<file path="config.mk">
export PLATFORM = sky130hd
export DESIGN_NAME = bsa_serializer
export DESIGN_NICKNAME = d
export VERILOG_FILES = /design/src/rtl/bsa_pkg.sv /design/src/rtl/bsa_block_map.sv /design/src/rtl/bsa_group_pick.sv /design/src/rtl/bsa_serializer.sv
export SDC_FILE = /design/constraint.sdc
export NUM_CORES = 1
export LEC_CHECK = 0
export ABC_AREA = 1
export BUFFER_PORTS_ARGS = -buffer_cell sky130_fd_sc_hd__clkbuf_2
export CORE_MARGIN = 5
export CORE_UTILIZATION = 50
export DETAILED_ROUTE_END_ITERATION = 6
export GPL_TIMING_DRIVEN = 0
export PLACE_DENSITY = 0.77
export SYNTH_ARGS = -nofsm -noshare
export SYNTH_HDL_FRONTEND = slang
export SYNTH_SLANG_ARGS = --single-unit
</file>
<file path="constraint.sdc">
create_clock -name clk -period 3.91 [get_ports clk]
set_input_delay 0.5865 -clock clk [delete_from_list [all_inputs] [get_ports clk]]
set_output_delay 0.5865 -clock clk [all_outputs]
set_load 0.01 [all_outputs]
</file>
<file path="src/rtl/bsa_pkg.sv">
// Package: shared defaults and the control state type of the serializer.
// Assumes groups, rows and block size are powers of two.
package bsa_pkg;
    localparam int DEF_BLOCKS      = 8;
    localparam int DEF_GROUPS      = 16;
    localparam int DEF_GROUP_BANKS = 3;
    localparam int DEF_ROWS        = 128;
    localparam int DEF_BLK_BYTES   = 32;
    localparam int DEF_STRIDE_W    = 8;

    typedef enum logic [1:0] {
        ST_IDLE = 2'd0,
        ST_BUSY = 2'd1,
        ST_DONE = 2'd2
    } bsa_state_t;
endpackage

</file>
<file path="src/rtl/bsa_block_map.sv">
// Module: bsa_block_map
// Computes, for every block of one operand, its bank, row and group.
// Works in 32-byte block units: blk = start + i*stride, wrapped once by
// the buffer size. Assumes (BLOCKS-1)*(2^STRIDE_W-1) < buffer blocks, so
// a single conditional subtract is enough.
module bsa_block_map #(
    parameter int BLOCKS    = 8,
    parameter int IDX_W     = 13,
    parameter int STRIDE_W  = 8,
    parameter int GRP_W     = 4,
    parameter int ROW_W     = 7,
    parameter int BANK_W    = 6,
    parameter int BUF_BLKS  = 6144
) (
    input  logic [IDX_W-1:0]           base_blk,
    input  logic [STRIDE_W-1:0]        stride,
    output logic [BLOCKS*BANK_W-1:0]   bank,
    output logic [BLOCKS*ROW_W-1:0]    row,
    output logic [BLOCKS*GRP_W-1:0]    group
);
    localparam int SUM_W = IDX_W + 1;
    localparam int SEG_W = BANK_W - GRP_W;
    localparam logic [SUM_W-1:0] WRAP = SUM_W'(BUF_BLKS);

    for (genvar i = 0; i < BLOCKS; i++) begin : g_blk
        localparam logic [SUM_W-1:0] IDX = SUM_W'(i);
        logic [SUM_W-1:0] sum;
        logic [IDX_W-1:0] blk;

        // Block index: base plus i strides, folded back into the buffer.
        always_comb begin
            sum = {1'b0, base_blk} + IDX * {{(SUM_W-STRIDE_W){1'b0}}, stride};
            blk = (sum >= WRAP) ? IDX_W'(sum - WRAP) : IDX_W'(sum);
        end

        // Split the block index: group low, row middle, segment high.
        always_comb begin
            group[i*GRP_W +: GRP_W]  = blk[GRP_W-1:0];
            row[i*ROW_W +: ROW_W]    = blk[GRP_W +: ROW_W];
            bank[i*BANK_W +: BANK_W] = {blk[IDX_W-1 -: SEG_W], blk[GRP_W-1:0]};
        end
    end
endmodule

</file>
<file path="src/rtl/bsa_group_pick.sv">
// Module: bsa_group_pick
// Chooses, among pending blocks, the lowest-numbered one of every group.
// Purely combinational; clk/rst_n serve only the embedded checks.
module bsa_group_pick #(
    parameter int BLOCKS = 8,
    parameter int GROUPS = 16,
    parameter int GRP_W  = 4
) (
    input  logic                      clk,
    input  logic                      rst_n,
    input  logic [BLOCKS-1:0]         pending,
    input  logic [BLOCKS*GRP_W-1:0]   group,
    output logic [BLOCKS-1:0]         grant
);
    for (genvar i = 0; i < BLOCKS; i++) begin : g_pick
        // Grant block i unless a lower pending block shares its group.
        always_comb begin
            grant[i] = pending[i];
            for (int j = 0; j < i; j++) begin
                if (pending[j] && group[j*GRP_W +: GRP_W] == group[i*GRP_W +: GRP_W])
                    grant[i] = 1'b0;
            end
        end
    end

    for (genvar g = 0; g < GROUPS; g++) begin : g_chk
        logic [BLOCKS-1:0] in_grp;
        // Collect grants that fall in group g for the per-group check.
        always_comb begin
            for (int i = 0; i < BLOCKS; i++)
                in_grp[i] = grant[i] && (group[i*GRP_W +: GRP_W] == GRP_W'(g));
        end
        // never two grants in one group.
        assert_one_per_group_R4: assert property (@(posedge clk) disable iff (!rst_n)
            $onehot0(in_grp));
    end

    // any pending work makes progress every cycle.
    assert_progress_R6: assert property (@(posedge clk) disable iff (!rst_n)
        (pending != '0) |-> (grant != '0));
    // only pending blocks are granted.
    assert_grant_pending_R7: assert property (@(posedge clk) disable iff (!rst_n)
        (grant & ~pending) == '0);
endmodule

</file>
<file path="src/rtl/bsa_serializer.sv">
// Module: bsa_serializer (top)
// Accepts one strided eight-block operand access, issues its blocks over as
// many cycles as the busiest bank group needs, then pulses done with the
// cycle count. Assumes a 32-byte aligned start below the buffer size.
module bsa_serializer
    import bsa_pkg::*;
#(
    parameter int BLOCKS      = DEF_BLOCKS,
    parameter int GROUPS      = DEF_GROUPS,
    parameter int GROUP_BANKS = DEF_GROUP_BANKS,
    parameter int ROWS        = DEF_ROWS,
    parameter int BLK_BYTES   = DEF_BLK_BYTES,
    parameter int STRIDE_W    = DEF_STRIDE_W,
    localparam int BANKS      = GROUPS * GROUP_BANKS,
    localparam int GRP_W      = $clog2(GROUPS),
    localparam int ROW_W      = $clog2(ROWS),
    localparam int BLK_SH     = $clog2(BLK_BYTES),
    localparam int BUF_BLKS   = BANKS * ROWS,
    localparam int ADDR_W     = $clog2(BUF_BLKS * BLK_BYTES),
    localparam int IDX_W      = ADDR_W - BLK_SH,
    localparam int BANK_W     = $clog2(BANKS),
    localparam int CNT_W      = $clog2(BLOCKS + 1)
) (
    input  logic                      clk,
    input  logic                      rst_n,
    input  logic                      req_valid,
    output logic                      req_ready,
    input  logic [ADDR_W-1:0]         req_addr,
    input  logic [STRIDE_W-1:0]       req_stride,
    input  logic                      req_write,
    output logic [BLOCKS-1:0]         iss_valid,
    output logic [BLOCKS*BANK_W-1:0]  iss_bank,
    output logic [BLOCKS*ROW_W-1:0]   iss_row,
    output logic                      iss_write,
    output logic                      done,
    output logic [CNT_W-1:0]          done_cycles
);
    bsa_state_t             state_q;
    logic [IDX_W-1:0]       base_q;
    logic [STRIDE_W-1:0]    stride_q;
    logic                   write_q;
    logic [BLOCKS-1:0]      pending_q;
    logic [CNT_W-1:0]       cnt_q;
    logic [CNT_W-1:0]       cycles_q;
    logic [BLOCKS*GRP_W-1:0] grp;
    logic [BLOCKS-1:0]      grant;
    logic [BLOCKS-1:0]      pending_nx;

    bsa_block_map #(
        .BLOCKS(BLOCKS), .IDX_W(IDX_W), .STRIDE_W(STRIDE_W), .GRP_W(GRP_W),
        .ROW_W(ROW_W), .BANK_W(BANK_W), .BUF_BLKS(BUF_BLKS)
    ) u_map (
        .base_blk(base_q), .stride(stride_q),
        .bank(iss_bank), .row(iss_row), .group(grp)
    );

    bsa_group_pick #(
        .BLOCKS(BLOCKS), .GROUPS(GROUPS), .GRP_W(GRP_W)
    ) u_pick (
        .clk(clk), .rst_n(rst_n), .pending(pending_q), .group(grp), .grant(grant)
    );

    // Blocks still waiting after this cycle's grants.
    assign pending_nx = pending_q & ~grant;

    // Control sequence: accept, issue until empty, pulse done.
    always_ff @(posedge clk) begin
        if (!rst_n) begin
            state_q   <= ST_IDLE;
            base_q    <= '0;
            stride_q  <= '0;
            write_q   <= 1'b0;
            pending_q <= '0;
            cnt_q     <= '0;
            cycles_q  <= '0;
        end else begin
            case (state_q)
                ST_IDLE: if (req_valid) begin
                    base_q    <= req_addr[ADDR_W-1:BLK_SH];
                    stride_q  <= req_stride;
                    write_q   <= req_write;
                    pending_q <= '1;
                    cnt_q     <= '0;
                    state_q   <= ST_BUSY;
                end
                ST_BUSY: begin
                    pending_q <= pending_nx;
                    cnt_q     <= cnt_q + 1'b1;
                    if (pending_nx == '0) begin
                        cycles_q <= cnt_q + 1'b1;
                        state_q  <= ST_DONE;
                    end
                end
                default: state_q <= ST_IDLE;
            endcase
        end
    end

    // Port drive from the control state.
    always_comb begin
        req_ready   = (state_q == ST_IDLE);
        iss_valid   = (state_q == ST_BUSY) ? grant : '0;
        iss_write   = write_q;
        done        = (state_q == ST_DONE);
        done_cycles = cycles_q;
    end

    // start addresses are block aligned.
    assert_aligned_R3: assert property (@(posedge clk) disable iff (!rst_n)
        req_valid |-> (req_addr[BLK_SH-1:0] == '0));
    // done lasts one cycle and is followed by ready.
    assert_done_pulse_R8: assert property (@(posedge clk) disable iff (!rst_n)
        done |=> (!done && req_ready));
    // an idle serializer issues nothing and signals nothing.
    assert_idle_quiet_R8: assert property (@(posedge clk) disable iff (!rst_n)
        req_ready |-> (iss_valid == '0 && !done));
    // reported cycle count lies between 1 and BLOCKS.
    assert_count_range_R6: assert property (@(posedge clk) disable iff (!rst_n)
        done |-> (done_cycles >= CNT_W'(1) && done_cycles <= CNT_W'(BLOCKS)));
    // direction holds steady across one access.
    assert_dir_stable_R7: assert property (@(posedge clk) disable iff (!rst_n)
        (iss_valid != '0 && !$past(req_ready)) |-> $stable(iss_write));
    // every issued bank index is inside the array.
    for (genvar i = 0; i < BLOCKS; i++) begin : g_bank_chk
        assert_bank_range_R1: assert property (@(posedge clk) disable iff (!rst_n)
            iss_valid[i] |-> (iss_bank[i*BANK_W +: BANK_W] < BANK_W'(BANKS)));
    end
endmodule

</file>
Word-level counts from Yosys, hierarchy flattened. Cells that the tools add are included. W data, S select, Z words.

Multiplexer cells: 44. Divide/modulo/power cells: 0. Bitwise logic cells: 2. Add/sub/neg operators: 16. Order comparisons: 8. $mul: 4. Equal/unequal tests: 32. Reduce and logical (&&, ||, !) cells: 35. Shift-type cells: 0.

Operator list (number): $eq A4 B4 Y1 (28); $mux W13 (8); $sub A13 B13 Y13 const B (8); $ge A14 B13 Y1 const B (7); $add A13 B11 Y14 (3); $add A13 B10 Y14 (2); $logic_and A1 B1 Y1 (28); $mux W1 (28); $mul A3 B8 Y11 const A (2); $mul A2 B8 Y10 const A (2); $mux W8 (2); $pmux W8 S2 (1); $add A13 B8 Y14 (1); $add A13 B9 Y14 (1); $ge A13 B13 Y1 const B (1); $and A8 B8 Y8 (1); $logic_not A8 Y1 (1); $not A8 Y8 (1); $pmux W4 S2 (1); $reduce_and A2 Y1 (4); $add A4 B1 Y4 const B (1); $mux W2 (2); $mux W4 (1); $ne A2 B2 Y1 const B (2); 5 further kinds (5).

ROM bits: 0. Logic and storage cells: 148. Latch bits: 0. Flip-flop bits (word level): 40. Input bits: 30. Memory bits (writable): 0. Memories: 0. Output and inout port bits: 119.

Longest topological paths before layout.
Depth in word-level cells: 18. Gate-level depth with buffers: 23. Depth with buffers taken out: 23.

Cells and area by module. A second synthesis with hierarchy kept.

Cells, all modules: 1389. Area, all modules: 8602.0 sq um.

By module, submodules not included: bsa_block_map (times used 1, cells an instance 788, sequential area each 0.0 sq um, area an instance 5233.8 sq um); bsa_group_pick (times used 1, cells an instance 388, sequential area each 0.0 sq um, area an instance 1796.7 sq um); bsa_serializer (times used 1, cells an instance 213, sequential area each 800.8 sq um, area an instance 1571.5 sq um).

Worst setup path before layout. Ideal clock, no wire load.

Path type: flip-flop to output port. Start: register stride_q[1]. End: output port iss_bank[46]. Buffers on the path: 0. Stages on the path, launching flop included: 16. Arrival: 3382 ps. Required time: 3323 ps. Slack: -58 ps. Path through: dfxtp_1 inv_1 fa_1 inv_1 fa_1 ha_1 nand3_1 and2_1 inv_1 a21oi_1 o21ai_1 nand2_1 a21oi_1 xor2_1 nand3b_1 nand2_1.

Word-level cells in the longest chain between the ends: 4. Elaborated cells between the ends (all ways): 5. Classes of those cells: 2 x add/sub; 1 x mul; 1 x order compare; 1 x mux.

RTL lines: start, declared (line bsa_serializer.sv:40) `logic [STRIDE_W-1:0] stride_q;`; start signal, assigned (line bsa_serializer.sv:80) `stride_q <= req_stride;`; $mul A3 B8 Y11 (*) (line bsa_block_map.sv:32) `sum = {1'b0, base_blk} + IDX * {{(SUM_W-STRIDE_W){1'b0}}, stride};`; $add A13 B11 Y14 (*) (line bsa_block_map.sv:32); $sub A13 B13 Y13 / $ge A14 B13 Y1 (equally long branches) (line bsa_block_map.sv:33) `blk = (sum >= WRAP) ? IDX_W'(sum - WRAP) : IDX_W'(sum);`; $mux W13 (*) (line bsa_block_map.sv:33); end, declared (line bsa_serializer.sv:32) `output logic [BLOCKS*BANK_W-1:0] iss_bank,`.

Mark *: on every way between the ends. The rest lies on a longest branch, timed or not.

Worst setup path in the final report.
Start: register stride_q[3]. End: output port iss_bank[47].

The elaborated chain is that of the path after synthesis.

==> summary by stage <==
Outcome
The flow ran to the end, but the final reports show violations. The checks that failed: setup timing.

STA
The minimum hold slack is 0.4687 ns. The transition at the pin with the smallest max-transition slack is 0.6196 ns. The hold violation total from the final report was 0. The worst slew slack as a fraction of its limit is 58.31%. Between clock sinks in the finished design, the worst skew comes to 0.007139 ns.

Setup repair after global routing could not meet its margin everywhere. Once routing completed, OpenROAD measured the worst setup slack at -0.1257 ns. The final-report max-slew violation count is 0. The number of failing setup endpoints in the final timing report is 9. The setup TNS is -0.3687 ns. For this run, the top clock speed supported by timing is 247.8 MHz. Subtracting the final worst setup slack from the clock period gives 4.036 ns. The share of the clock period used by the worst path after layout is 103.2%.

Floorplan
Once the floorplan was initialized, standard cells occupied 51.19% of the core. The area of the die is 0.01681 mm². The floorplan step set the die height to 129.7 µm. From left edge to right edge, the die measures 129.7 µm. The core region is 0.01399 mm². For this design the top-level I/O count stands at 149. The number of rows in the core area is 43.

Critical path
The highest-delay cell along the critical path is fa_1. The critical path goes through clkinvlp_4, fa_1, inv_1, fa_1, ha_4, nand3_2, and2_4, inv_2, a21oi_4, o21ai_2, nand2_1, a21oi_2, xor2_2, inv_1, nand2_1, nand2_1, buf_2. Along the worst path, the maximum fanout reaches 4. The setup path with the least slack is of type register to output port.

STA classifies the critical path startpoint as a register. In this design, the largest share of critical-path delay is due to adder cells. The largest stage delay on the critical path is 0.56 ns. Data on the critical path is required at its endpoint by 3.32 ns.

The cell that appears most often on the critical path is nand2_1. The critical path contains buffers and inverters numbering 5 combined. The data arrival time of the critical path is 3.45 ns. The worst setup path is captured at an output port.

Worst hold path
The min-delay analysis places its worst path in the category register to register.

Clock network
The later pin in the worst-skew pair is clocked with a latency of 0.29 ns. Counting every sink on the clock net gives 40. The clock transition at the register clock pins on the worst setup and hold paths after CTS is 0.06 ns.

CTS built an H-tree with a depth of 2. The number of clock buffers inserted by TritonCTS is 5. The number of buffers on the longest clock path is 2.

TritonCTS built the clock tree. The clock root buffer is clkbuf_16.

Placed design
At the end of routability-driven placement, the weighted congestion stood at 0.9316. Detailed placement finished with a half-perimeter wire length of 18210 µm. At the placement stage, the worst setup path has a slack of -0.6180 ns. The count of buffers added on input and output ports is 143.

Yosys
The primary flip-flop cell chosen by synthesis mapping is dfxtp_1. The number of nets produced by synthesis is 1241. After synthesis, the share of flip-flops with an asynchronous set or reset is 0%. The netlist uses 45 different library cells.

The synthesized instance count is 1094. The total of flip-flops plus latches after synthesis is 40. For this run, the number of Yosys warnings is 0. In this run, synthesis inferred 0 flip-flops with an integrated enable. The cell area that synthesis handed to floorplanning was 0.007161 mm². The sequential area share after synthesis is 11.18%. A synthesized cell averages 6.545 µm².

Route
In this run the top signal layer used is met4. The violation count after the first detailed-routing iteration is 590. The routed length on met1 is 10010 µm.

Dividing the detail-routed via count by the number of cells gives 5.417. The wire length on met2 is 11660 µm. The number of detailed-route iterations in the first pass is 5. The final route contains 7963 vias. The detailed-route wire length is 23750 µm. The wire length on met3 is 1470 µm. Once detail routing completed, the nets flagged for antenna violations numbered 0. The mean routed wirelength per cell is 16.15 µm. After detailed routing, the number of remaining DRC violations is 0.

Global routing
The first global-routing pass estimated 36640 µm of wire. The total congestion overflow is 0. Global routing consumed, over all layers together, 27.07% of the routing resources. The initial antenna violation count came to 0.

The maximum number of pins on one net before global-route repair is 14. The via count of the first global-routing pass came to 7272.

Power and ir drop
The highest ir drop seen on vdd is 256.9 µV. For this design the static power due to leakage is 4.927 nW. The power per standard cell area is 542.5 mW/mm².

Layout
Fill cells in the final layout number 1261. The final antenna diode count is 0. The library cells used most frequently in the layout, excluding fill and tap cells, are 249 x nand2_1, 140 x inv_1, 138 x clkbuf_2, 86 x a21oi_1, 79 x nor2_1. The layout overhead on the synthesized area is 26.65%.

In the final design database the tool counted 1437 nets. Cells with a size suffix above 1 make up 27.44% of the layout. Leaving out fill and tap cells, the most frequent cell in the layout is nand2_1.

Job
The number of max-cap violations is 0.
## metal layers
layer | track usage, % | up-vias
met3 | 3.792 | 49
met5 | 0 | -
met2 | 47.13 | 311
met4 | 8.130 | 0
met1 | 34.81 | 3698
li1 | - | 3905
## report_power, final
part	internal, W	switching (W)
sequential	0.000465	0.000124
combinational	0.00157	0.00235
clock	0.000232	0.000169
## per-stage QoR
stage / instances / util [%] / total power [W] / cell area (µm²)
final: 1470 / 64.83 / 0.004920 / 9069
after global routing: 1470 / 64.83 / 0.005310 / 9069
after CTS: 1455 / 62.77 / 0.004733 / 8781
after detailed placement: 1417 / 57.92 / 0.003928 / 8103
after global placement: 1417 / 57.92 / 0.003886 / 8103
after floorplan: 1094 / - / 0.002873 / 7162
## flip-flops by register name, summed over array words and instances, names as in the netlist
register     cells
base_q          13
cnt_q            4
done_cycles      4
iss_write        1
pending_q        8
state_q          2
stride_q         8
## worst min-delay path, cell delays in order, from the launching register on
cell,delay (ns)
dfxtp_1,0.31
nand3_1,0.07
nand2_1,0.05
## worst paths after layout
kind                                     start             end  cells after the start  slack (ns)
worst max-delay path               stride_q[3]    iss_bank[47]                     17       -0.13
worst min-delay path            done_cycles[1]  done_cycles[1]                      2        0.47
worst max register to register     stride_q[3]  done_cycles[3]                     26           0
worst min register to register  done_cycles[1]  done_cycles[1]                      2        0.47
## logic make-up (layout without fill, tap and decap cells)
logic type,count (synthesis),count (layout),share of synthesized area (%)
AOI/OAI and AO/OA,182,182,13.89
xor gates and xnor gates,84,84,10.27
adders and majority gates,117,117,24.01
buffers and inverters,203,399,12.00
DFF,40,40,11.18
muxes,1,1,0.1398
and+or+nand+nor,467,467,28.50
## cells in the mapped netlist (5+ instances only)
cell type	count	area [µm²]
a21oi_1	100	500.5
buf_2	9	45.04
buf_4	21	157.7
clkbuf_1	9	33.78
dfxtp_1	40	800.8
fa_1	34	680.7
ha_1	83	1039
inv_1	149	559.3
inv_2	11	41.29
nand2_1	257	964.7
nand2_2	10	62.56
nand3_1	74	370.4
nand4_1	11	68.82
nor2_1	83	311.6
nor2_4	5	56.30
o21ai_0	49	245.2
o21ai_1	5	25.02
o221ai_1	6	52.55
xnor2_1	20	175.2
xor2_1	64	560.5
## final cells by class
cell class | instances | area (µm²) | area share (%)
Clock inverter | 1 | 5.005 | 0.05519
Inverter | 163 | 615.6 | 6.788
Buffer | 40 | 267.8 | 2.953
Multi-Input combinational cell | 851 | 5868 | 64.71
Timing Repair Buffer | 189 | 1112 | 12.27
Clock buffer | 6 | 128.9 | 1.421
Tap cell | 180 | 225.2 | 2.483
Sequential cell | 40 | 845.8 | 9.327
## timing repair
| action | 4_1_cts | 5_1_grt |
|---|---|---|
| gates resized for setup | 84 | 49 |
| endpoints found under the setup margin | 34 | 25 |
| cloned | 1 | 0 |
| buffers inserted | 30 | 15 |
| hold buffers | 0 | 0 |
| pin swaps | 35 | 30 |
No activity file was read; power rests on OpenSTA's default activity.
